===== src/rtl/arb_pkg.sv =====
package arb_pkg;
    localparam int NREQ   = 4;
    localparam int NKIND  = 4;
    localparam int KIND_W = $clog2(NKIND);

    localparam int IDX_HB   = 0;
    localparam int IDX_EXT  = 1;
    localparam int IDX_CPUA = 2;
    localparam int IDX_CPUB = 3;

    localparam int F_ROT   = 0;
    localparam int F_PARK  = 1;
    localparam int F_FLAT  = 4;
    localparam int F_QUAL  = F_FLAT + NKIND;
    localparam int CFG_W   = F_QUAL + NKIND;

    typedef enum logic [1:0] {
        PARK_OFF  = 2'd0,
        PARK_A    = 2'd1,
        PARK_B    = 2'd2,
        PARK_LAST = 2'd3
    } park_e;

    typedef struct packed {
        logic [NKIND-1:0] qual;
        logic [NKIND-1:0] flat;
        park_e            park;
        logic             rot;
    } arb_cfg_t;

    function automatic logic [NREQ-1:0] one_at(input int idx);
        logic [NREQ-1:0] v;
        v = '0;
        v[idx] = 1'b1;
        return v;
    endfunction
endpackage


===== src/rtl/arb_cfg_reg.sv =====
module arb_cfg_reg
    import arb_pkg::*;
(
    input  logic             clk,
    input  logic             rst,
    input  logic             we,
    input  logic [CFG_W-1:0] wdata,
    output arb_cfg_t         cfg
);
    always_ff @(posedge clk) begin
        if (rst) begin
            cfg <= '0;
        end else if (we) begin
            cfg.rot  <= wdata[F_ROT];
            cfg.park <= park_e'(wdata[F_PARK +: 2]);
            cfg.flat <= wdata[F_FLAT +: NKIND];
            cfg.qual <= wdata[F_QUAL +: NKIND];
        end
    end
endmodule


===== src/rtl/arb_pick.sv =====
module arb_pick
    import arb_pkg::*;
(
    input  logic [NREQ-1:0] req,
    input  arb_cfg_t        cfg,
    input  logic            favour_b,
    input  logic            last_b,
    output logic [NREQ-1:0] pick,
    output logic            contest
);
    always_comb begin
        pick    = '0;
        contest = 1'b0;
        if (req[IDX_HB]) begin
            pick = one_at(IDX_HB);
        end else if (req[IDX_EXT]) begin
            pick = one_at(IDX_EXT);
        end else if (req[IDX_CPUA] && req[IDX_CPUB]) begin
            contest = 1'b1;
            pick = (cfg.rot && favour_b) ? one_at(IDX_CPUB) : one_at(IDX_CPUA);
        end else if (req[IDX_CPUA]) begin
            pick = one_at(IDX_CPUA);
        end else if (req[IDX_CPUB]) begin
            pick = one_at(IDX_CPUB);
        end else begin
            unique case (cfg.park)
                PARK_A:    pick = one_at(IDX_CPUA);
                PARK_B:    pick = one_at(IDX_CPUB);
                PARK_LAST: pick = last_b ? one_at(IDX_CPUB) : one_at(IDX_CPUA);
                default:   pick = '0;
            endcase
        end
    end
endmodule


===== src/rtl/arb_pace.sv =====
module arb_pace
    import arb_pkg::*;
(
    input  logic              bus_busy,
    input  logic              xfer_end,
    input  logic [KIND_W-1:0] kind,
    input  arb_cfg_t          cfg,
    input  logic [NREQ-1:0]   pick,
    input  logic [NREQ-1:0]   gnt_now,
    output logic              upd,
    output logic [NREQ-1:0]   gnt_nxt
);
    logic gap;

    always_comb begin
        upd = !bus_busy || xfer_end;
        gap = bus_busy && xfer_end && cfg.flat[kind]
              && (!cfg.qual[kind] || (pick != gnt_now));
        gnt_nxt = gap ? '0 : pick;
    end
endmodule


===== src/rtl/arb_track.sv =====
module arb_track
    import arb_pkg::*;
(
    input  logic            clk,
    input  logic            rst,
    input  logic            upd,
    input  logic            rot,
    input  logic            contest,
    input  logic [NREQ-1:0] gnt_nxt,
    output logic            favour_b,
    output logic            last_b
);
    always_ff @(posedge clk) begin
        if (rst) begin
            favour_b <= 1'b0;
            last_b   <= 1'b0;
        end else if (upd) begin
            if (gnt_nxt[IDX_CPUA]) last_b <= 1'b0;
            if (gnt_nxt[IDX_CPUB]) last_b <= 1'b1;
            if (rot && contest && (gnt_nxt[IDX_CPUA] || gnt_nxt[IDX_CPUB]))
                favour_b <= gnt_nxt[IDX_CPUA];
        end
    end
endmodule


===== src/rtl/bus_arb4.sv =====
module bus_arb4
    import arb_pkg::*;
(
    input  logic              clk,
    input  logic              rst,
    input  logic [NREQ-1:0]   req,
    input  logic              bus_busy,
    input  logic              xfer_end,
    input  logic [KIND_W-1:0] xfer_kind,
    input  logic              cfg_we,
    input  logic [CFG_W-1:0]  cfg_wdata,
    output logic [NREQ-1:0]   gnt
);
    arb_cfg_t        cfg_q;
    logic            favour_b;
    logic            last_b;
    logic [NREQ-1:0] pick;
    logic            contest;
    logic            upd;
    logic [NREQ-1:0] gnt_nxt;

    arb_cfg_reg u_cfg (
        .clk   (clk),
        .rst   (rst),
        .we    (cfg_we),
        .wdata (cfg_wdata),
        .cfg   (cfg_q)
    );

    arb_pick u_pick (
        .req      (req),
        .cfg      (cfg_q),
        .favour_b (favour_b),
        .last_b   (last_b),
        .pick     (pick),
        .contest  (contest)
    );

    arb_pace u_pace (
        .bus_busy (bus_busy),
        .xfer_end (xfer_end),
        .kind     (xfer_kind),
        .cfg      (cfg_q),
        .pick     (pick),
        .gnt_now  (gnt),
        .upd      (upd),
        .gnt_nxt  (gnt_nxt)
    );

    arb_track u_track (
        .clk      (clk),
        .rst      (rst),
        .upd      (upd),
        .rot      (cfg_q.rot),
        .contest  (contest),
        .gnt_nxt  (gnt_nxt),
        .favour_b (favour_b),
        .last_b   (last_b)
    );

    always_ff @(posedge clk) begin
        if (rst)      gnt <= '0;
        else if (upd) gnt <= gnt_nxt;
    end
endmodule


===== config.mk =====
export PLATFORM = sky130hd
export DESIGN_NAME = bus_arb4
export DESIGN_NICKNAME = d
export VERILOG_FILES = /design/src/rtl/arb_pkg.sv /design/src/rtl/arb_cfg_reg.sv /design/src/rtl/arb_pick.sv /design/src/rtl/arb_pace.sv /design/src/rtl/arb_track.sv /design/src/rtl/bus_arb4.sv
export SDC_FILE = /design/constraint.sdc
export NUM_CORES = 1
export LEC_CHECK = 0
export BUFFER_PORTS_ARGS = -buffer_cell sky130_fd_sc_hd__buf_2
export CORE_ASPECT_RATIO = 1.1
export CORE_MARGIN = 1.5
export CORE_UTILIZATION = 35
export CTS_BUF_LIST = sky130_fd_sc_hd__clkbuf_16
export DETAILED_ROUTE_END_ITERATION = 8
export SLEW_MARGIN = 20
export SYNTH_ARGS = -nofsm -noshare
export SYNTH_HDL_FRONTEND = slang
export SYNTH_SLANG_ARGS = --single-unit

===== constraint.sdc =====
create_clock -name clk -period 2 [get_ports clk]
set_input_delay 0.3 -clock clk [delete_from_list [all_inputs] [get_ports clk]]
set_output_delay 0.3 -clock clk [all_outputs]
set_load 0.03 [all_outputs]

==> impl_metrics.json, run 1 <==
{
  "whs_ns": 0.292,
  "grt_pass1_wl_um": 3060,
  "placed_cell_area_um2": 1090,
  "drt_first_pass_iters": 4,
  "peakVddDrop_v": 0.000637,
  "mostFrequentLayoutCell": "buf_2",
  "final.setup_skew_ns": 0.00214,
  "hpwlAfterDp_um": 1430,
  "cts.sinks": 17,
  "fp.dieH_um": 57.2,
  "worstMarginPinSlew_ns": 0.373,
  "maxCapViolations": 0,
  "core_area_um2": 2520,
  "fill_cells": 258,
  "p_leak_nw": 0.535,
  "finalHoldViolCount": 0,
  "crit_fanout": 3,
  "drv_slew": 0,
  "ys_types": 35,
  "cts-htree-levels": 1,
  "drc": 0,
  "synth_fp_nets": 111,
  "clk_path_buf_depth": 2,
  "hp-class": "primary input to flip-flop",
  "first_iter_violations": 5,
  "nets": 139,
  "post_drt_via_cell_ratio": 5.08,
  "ys_seq_area_share_pct": 36.4,
  "fp-row-count": 19,
  "cts_resized": 0,
  "critPathKind": "flip-flop to flip-flop",
  "port_buffers": 25,
  "layout_setup_ws_ns": 0.406,
  "ant_nets": 0,
  "cts_setup_buffers": 0,
  "tritoncts": "yes",
  "maxSlewHeadroom_pct": 75.1,
  "rrSetupSlack_ns": 0.41,
  "fmax_mhz": 627,
  "start_util_pct": 37.1,
  "grt_setup_unrepaired": "no",
  "clk_latency_ns": 0.25,
  "dpl_worst_slack_ns": 0.255,
  "setup_tns_ns": 0,
  "total_power_mw": 0.879,
  "ys_warn_count": 0,
  "final_util_pct": 46.5,
  "syn2layout_area_growth_pct": 25.1,
  "avgRoutedWirePerCell_um": 12.3,
  "num_vias": 741,
  "layout_common_cells": "25 x buf_2, 17 x dfxtp_1, 15 x nor2_1",
  "synthesis.area_um2": 936,
  "die_w_um": 52.3,
  "pin_count": 27,
  "layout-drive-gt1-share_pct": 40.9,
  "ctsRootBufferMaster": "clkbuf_16",
  "layout.cells.non_filler": 146,
  "period_share_pct": 79.7,
  "yosys_register_bits": 17,
  "path_clk_slew_ns": 0.05,
  "cp-start-kind": "flip-flop",
  "grt_start_max_net_pins": 15,
  "diodes": 0,
  "track_usage_pct": 13.8,
  "status": "complete, no violations",
  "grt_pass1_vias": 742,
  "synthCells": 88,
  "syn_avg_cell_area_um2": 10.6,
  "die_area_um2": 2990,
  "crit_path_end_kind": "flip-flop",
  "ctsHoldBuffers": 0,
  "powerDensity_nw_per_um2": 751,
  "period_needed_ns": 1.59,
  "setup_viol": 0,
  "final_area_um2": 1170,
  "antenna_found_initial": 0,
  "dp.cells": 142,
  "gp_congestion": 0.827,
  "grt-ovfl-total": 0,
  "drt-total-wl_um": 1790,
  "numCtsBuffers": 3,
  "required_ns": 2.14,
  "arrival_ns": 1.73
}
==> critical path: stages, from the launching register on <==
cell and delay, ns:
dfxtp_1 0.38, nand3_1 0.09, or4_4 0.43, a21oi_2 0.14, nand2_1 0.06, o2111a_1 0.22
a31o_1 0.17
==> Yosys cell counts <==
| library cell | count | share of area (%) |
|---|---|---|
| nand2b_2 | 1 | 0.94 |
| nand3b_4 | 1 | 2.1 |
| o221ai_4 | 1 | 2.8 |
| mux4_4 | 1 | 2.7 |
| nor3_1 | 1 | 0.53 |
| o2111a_1 | 1 | 1.2 |
| a21oi_2 | 1 | 0.94 |
| nor2_1 | 15 | 6.0 |
| nor2b_4 | 1 | 1.5 |
| nor2_4 | 1 | 1.2 |
| a31o_1 | 1 | 0.94 |
| o221ai_2 | 1 | 1.6 |
| o21bai_4 | 1 | 2.0 |
| or4_4 | 1 | 1.2 |
| a21boi_2 | 2 | 2.4 |
| and3b_4 | 1 | 1.3 |
| clkbuf_1 | 1 | 0.40 |
| dfxtp_1 | 17 | 36 |
| inv_1 | 3 | 1.2 |
| nand3_1 | 1 | 0.53 |
| and2_1 | 2 | 1.3 |
| a32o_2 | 1 | 1.2 |
| buf_1 | 1 | 0.40 |
| mux2i_1 | 12 | 13 |
| xor2_2 | 1 | 1.7 |
| a32o_1 | 3 | 3.2 |
| a2bb2oi_2 | 1 | 1.6 |
| o2111ai_1 | 1 | 0.94 |
| a21oi_1 | 2 | 1.1 |
| mux2_2 | 1 | 1.2 |
| nor2b_1 | 1 | 0.67 |
| nand4b_2 | 1 | 1.6 |
| nand2_1 | 6 | 2.4 |
| and3b_2 | 1 | 1.1 |
| a21boi_1 | 1 | 0.80 |
==> logic make-up after synthesis <==
logic type / Yosys count / share of synthesized area [%]
and+or+nand+nor: 34 / 22.5
muxes: 14 / 16.7
AOI/OAI and AO/OA: 17 / 20.7
buffers and inverters: 5 / 2.00
DFF: 17 / 36.4
xor gates and xnor gates: 1 / 1.74
==> flip-flops by register name, summed over array words and instances, names as in the netlist <==
name,flops
u_cfg.cfg,11
gnt,4
u_track.favour_b,1
u_track.last_b,1
==> worst paths after layout <==
path / startpoint / end / depth (start not counted)
hold / removal: cfg_wdata[11] / u_cfg.cfg[10]$_SDFFE_PP0P_ / 3
hold reg to reg: u_cfg.cfg[7]$_SDFFE_PP0P_ / u_cfg.cfg[7]$_SDFFE_PP0P_ / 2
setup reg to reg: u_cfg.cfg[0]$_SDFFE_PP0P_ / u_track.favour_b$_SDFFE_PP0P_ / 6
setup / recovery: u_cfg.cfg[0]$_SDFFE_PP0P_ / u_track.favour_b$_SDFFE_PP0P_ / 6
==> final cells by class <==
class                   instances  area (µm²)  area share [%]
well taps                      31        38.8            3.31
multi-input cells              66         577            49.3
repair buffers                 25         125            10.7
clock inverters                 1        3.75           0.321
clock buffers                   3        75.1            6.41
flip-flops and latches         17         340            29.1
inverters                       3        11.3           0.962
==> layer usage <==
metal	up-vias	share of wire, %	track usage [%]
met5	-	0	0
met4	0	2.0	7.69
met3	4	4.3	2.36
met2	24	46	22.7
met1	332	47	16.7
li1	381	-	-
==> where the power goes <==
part / total [mW] / switching [mW] / internal [mW] / leakage, nW
logic: 0.120 / 0.0619 / 0.0582 / 0.353
clock network: 0.390 / 0.125 / 0.265 / 0.0423
registers: 0.369 / 0.0121 / 0.357 / 0.140
total: 0.879 / 0.199 / 0.680 / 0.535
Note: power is estimated with default switching activity, not from simulation.
==> run 2: changes to the inputs <==
--- a/config.mk
+++ b/config.mk
@@ -5,6 +5,7 @@
 export SDC_FILE = /design/constraint.sdc
 export NUM_CORES = 1
 export LEC_CHECK = 0
+export ABC_AREA = 1
 export BUFFER_PORTS_ARGS = -buffer_cell sky130_fd_sc_hd__buf_2
 export CORE_ASPECT_RATIO = 1.1
 export CORE_MARGIN = 1.5
==> constraint.sdc (replaced) <==
create_clock -name clk -period 1.5 [get_ports clk]
set_input_delay 0.225 -clock clk [delete_from_list [all_inputs] [get_ports clk]]
set_output_delay 0.225 -clock clk [all_outputs]
set_load 0.03 [all_outputs]
==> run 2 against run 1 <==
Net effect:
- synthesized area shrank 5.5%
- clock skew shrank 0.0016 ns
- routed wire length grew 4.7%
- highest routed layer unchanged
==> impl_metrics.json, run 2 <==
{
  "nets": 184,
  "placed_cell_area_um2": 1040,
  "clk_latency_ns": 0.25,
  "ys_top_cells_by_count": "42 x nand2_1, 19 x inv_1, 17 x dfxtp_1",
  "cts_resized": 0,
  "ctsHoldBuffers": 0,
  "regMostFlops": "u_cfg.cfg",
  "synthesis.area_um2": 885,
  "syn_avg_cell_area_um2": 6.65,
  "synth_edf_count": 0,
  "cts-htree-levels": 1,
  "period_needed_ns": 1.39,
  "ctsRootBufferMaster": "clkbuf_16",
  "ys_warn_count": 0,
  "cts_setup_buffers": 0,
  "fill_cells": 241,
  "die_w_um": 50.9,
  "crit_end": "u_track.last_b$_SDFFE_PP0P_",
  "port_buffers": 25,
  "yosysMostFrequentCell": "nand2_1",
  "synth-main-ff-cell": "dfxtp_1",
  "drc": 0,
  "synth_area_leaders": "dfxtp_1 38%, nand2_1 18%, inv_1 8.1%",
  "cp-start-kind": "flip-flop",
  "clk_path_buf_depth": 2,
  "critPathKind": "flip-flop to flip-flop",
  "setup_tns_ns": 0,
  "setup_viol": 0,
  "die_area_um2": 2840,
  "core_area_um2": 2320,
  "drt_first_pass_iters": 4,
  "period_share_pct": 92.4,
  "fp.dieH_um": 55.7,
  "peakVddDrop_v": 0.000542,
  "layout_common_cells": "40 x nand2_1, 25 x buf_2, 20 x inv_1",
  "antenna_found_initial": 0,
  "yosysTopAreaCell": "dfxtp_1",
  "cts.sinks": 17,
  "drt-total-wl_um": 1880,
  "largest_register_ffs": 11,
  "yosysTopAreaCellShare_pct": 38.5,
  "ys_types": 19,
  "slowest_delay_ns": 0.32,
  "tritoncts": "yes",
  "grt-ovfl-total": 0,
  "numCtsBuffers": 3,
  "rrSetupSlack_ns": 0.11,
  "num_vias": 891,
  "rr_worst_depth": 14,
  "maxSlewHeadroom_pct": 71.1,
  "crit_top_cell": "nand2_1",
  "crit_path_end_kind": "flip-flop",
  "final_util_pct": 49.1,
  "worstSetupStartpoint": "u_track.last_b$_SDFFE_PP0P_",
  "cp_cell_sequence": "inv_1, nand2_1, nand2_1, nand2_1, nand2_2, nand2_2, nand3_1, nand2_1, nor2_2, nand2_2, nand2_4, nand3_2, nand2_1, a21oi_2",
  "async_reset_ff_share_pct": 0,
  "fmax_mhz": 722,
  "crit_fanout": 6,
  "drv_slew": 0,
  "required_ns": 1.62,
  "critPathTopFamily": "simple AND/OR/NAND/NOR gates",
  "p_leak_nw": 0.556,
  "start_util_pct": 38.1,
  "maxCapViolations": 0,
  "grt_pass1_wl_um": 3250,
  "status": "complete, no violations",
  "track_usage_pct": 14.8,
  "worstMarginPinSlew_ns": 0.433,
  "critPathBufInv": 1,
  "r2r-start": "u_track.last_b$_SDFFE_PP0P_",
  "pin_count": 27,
  "mostFrequentLayoutCell": "nand2_1",
  "grt_start_max_net_pins": 18,
  "grt_setup_unrepaired": "no",
  "syn2layout_area_growth_pct": 28.9,
  "diodes": 0,
  "path_clk_slew_ns": 0.05,
  "reg2reg_to": "u_track.last_b$_SDFFE_PP0P_",
  "synth_fp_nets": 156,
  "post_drt_via_cell_ratio": 4.69,
  "avgRoutedWirePerCell_um": 9.88,
  "powerDensity_nw_per_um2": 1030,
  "final_area_um2": 1140,
  "critical_path.slowest_cell": "dfxtp_2",
  "first_iter_violations": 10,
  "final.setup_skew_ns": 0.000497,
  "yosys_register_bits": 17,
  "fp-row-count": 18,
  "ant_nets": 0,
  "arrival_ns": 1.51,
  "synthCells": 133,
  "ys_seq_area_share_pct": 38.5,
  "total_power_mw": 1.18,
  "worstHoldStart": "cfg_wdata[7]",
  "reg_top3": "u_cfg.cfg: 11 flops, gnt: 4 flops",
  "hp-class": "primary input to flip-flop",
  "hpwlAfterDp_um": 1400,
  "layout-drive-gt1-share_pct": 30.0,
  "gp_congestion": 0.818,
  "grt_pass1_vias": 789,
  "finalHoldViolCount": 0,
  "worst-path-stages": 14
}
run 2: changes by cell type after synthesis, moves of 2 or more:
| cell | before | now |
|---|---|---|
| nand3_1 | 1 | 7 |
| a32o_1 | 3 | 0 |
| nor2_1 | 15 | 11 |
| nand2_1 | 6 | 42 |
| nand4_2 | 0 | 2 |
| a21boi_2 | 2 | 0 |
| mux2i_1 | 12 | 0 |
| inv_2 | 0 | 4 |
| and2_1 | 2 | 0 |
| inv_1 | 3 | 19 |
| a21oi_1 | 2 | 13 |
| nand2_2 | 0 | 2 |
| a211oi_1 | 0 | 5 |
run 2: logic make-up (layout without fill, tap and decap cells):
group	count (synthesis)	count (layout)	share of synthesized area, %
AO/OA/AOI/OAI	22	22	16.0
flip-flops	17	17	38.5
AND/OR/NAND/NOR	68	68	34.5
buffers and inverters	26	53	11.0
run 2: layout make-up:
type	count	area, µm²	share of cell area [%]
tap	30	37.5	3.29
clock inverter	1	3.75	0.329
multi-input combinational	90	463	40.6
sequential	17	342	30.0
inverter	23	86.3	7.57
clock buffer	3	75.1	6.59
timing repair buffer	26	133	11.6
run 2: power by group:
group | leakage, nW | switching (mW) | internal [mW]
clock | 0.0423 | 0.169 | 0.354
sequential | 0.140 | 0.0117 | 0.476
combinational | 0.373 | 0.102 | 0.0642
run 2: worst min path at each step:
stage	endpoint	slack [ns]	cells past startpoint
after global placement	u_cfg.cfg[4]$_SDFFE_PP0P_	0.45	2
after CTS	u_cfg.cfg[6]$_SDFFE_PP0P_	0.22	3
final	u_cfg.cfg[6]$_SDFFE_PP0P_	0.23	3
after floorplan	u_cfg.cfg[0]$_SDFFE_PP0P_	0.37	2
after global routing	u_cfg.cfg[6]$_SDFFE_PP0P_	0.23	3
after detailed placement	u_cfg.cfg[5]$_SDFFE_PP0P_	0.46	2
run 2: worst reg2reg max path, cell delays in order (launching register included):
cell	delay, ns
dfxtp_2	0.32
inv_1	0.04
nand2_1	0.04
nand2_1	0.05
nand2_1	0.06
nand2_2	0.08
nand2_2	0.07
nand3_1	0.07
nand2_1	0.06
nor2_2	0.11
nand2_2	0.07
nand2_4	0.10
nand3_2	0.08
nand2_1	0.08
a21oi_2	0.05
run 2: metrics by stage:
stage	hold slack, ns	cells	worst slack [ns]
after floorplan	0.365	133	0.0870
after global placement	0.450	186	0.0375
after detailed placement	0.457	186	0.0411
after CTS	0.223	190	0.104
after global routing	0.229	190	0.00949
final	0.226	190	0.114
run 2: metal layers:
metal	up-vias	track usage (%)	wire length, µm	share of wire [%]
li1	473	-	-	-
met1	394	18.9	924	49
met2	20	22.4	852	45
met3	4	4.03	70	3.7
met4	0	7.34	31	1.7
met5	-	0	0	0
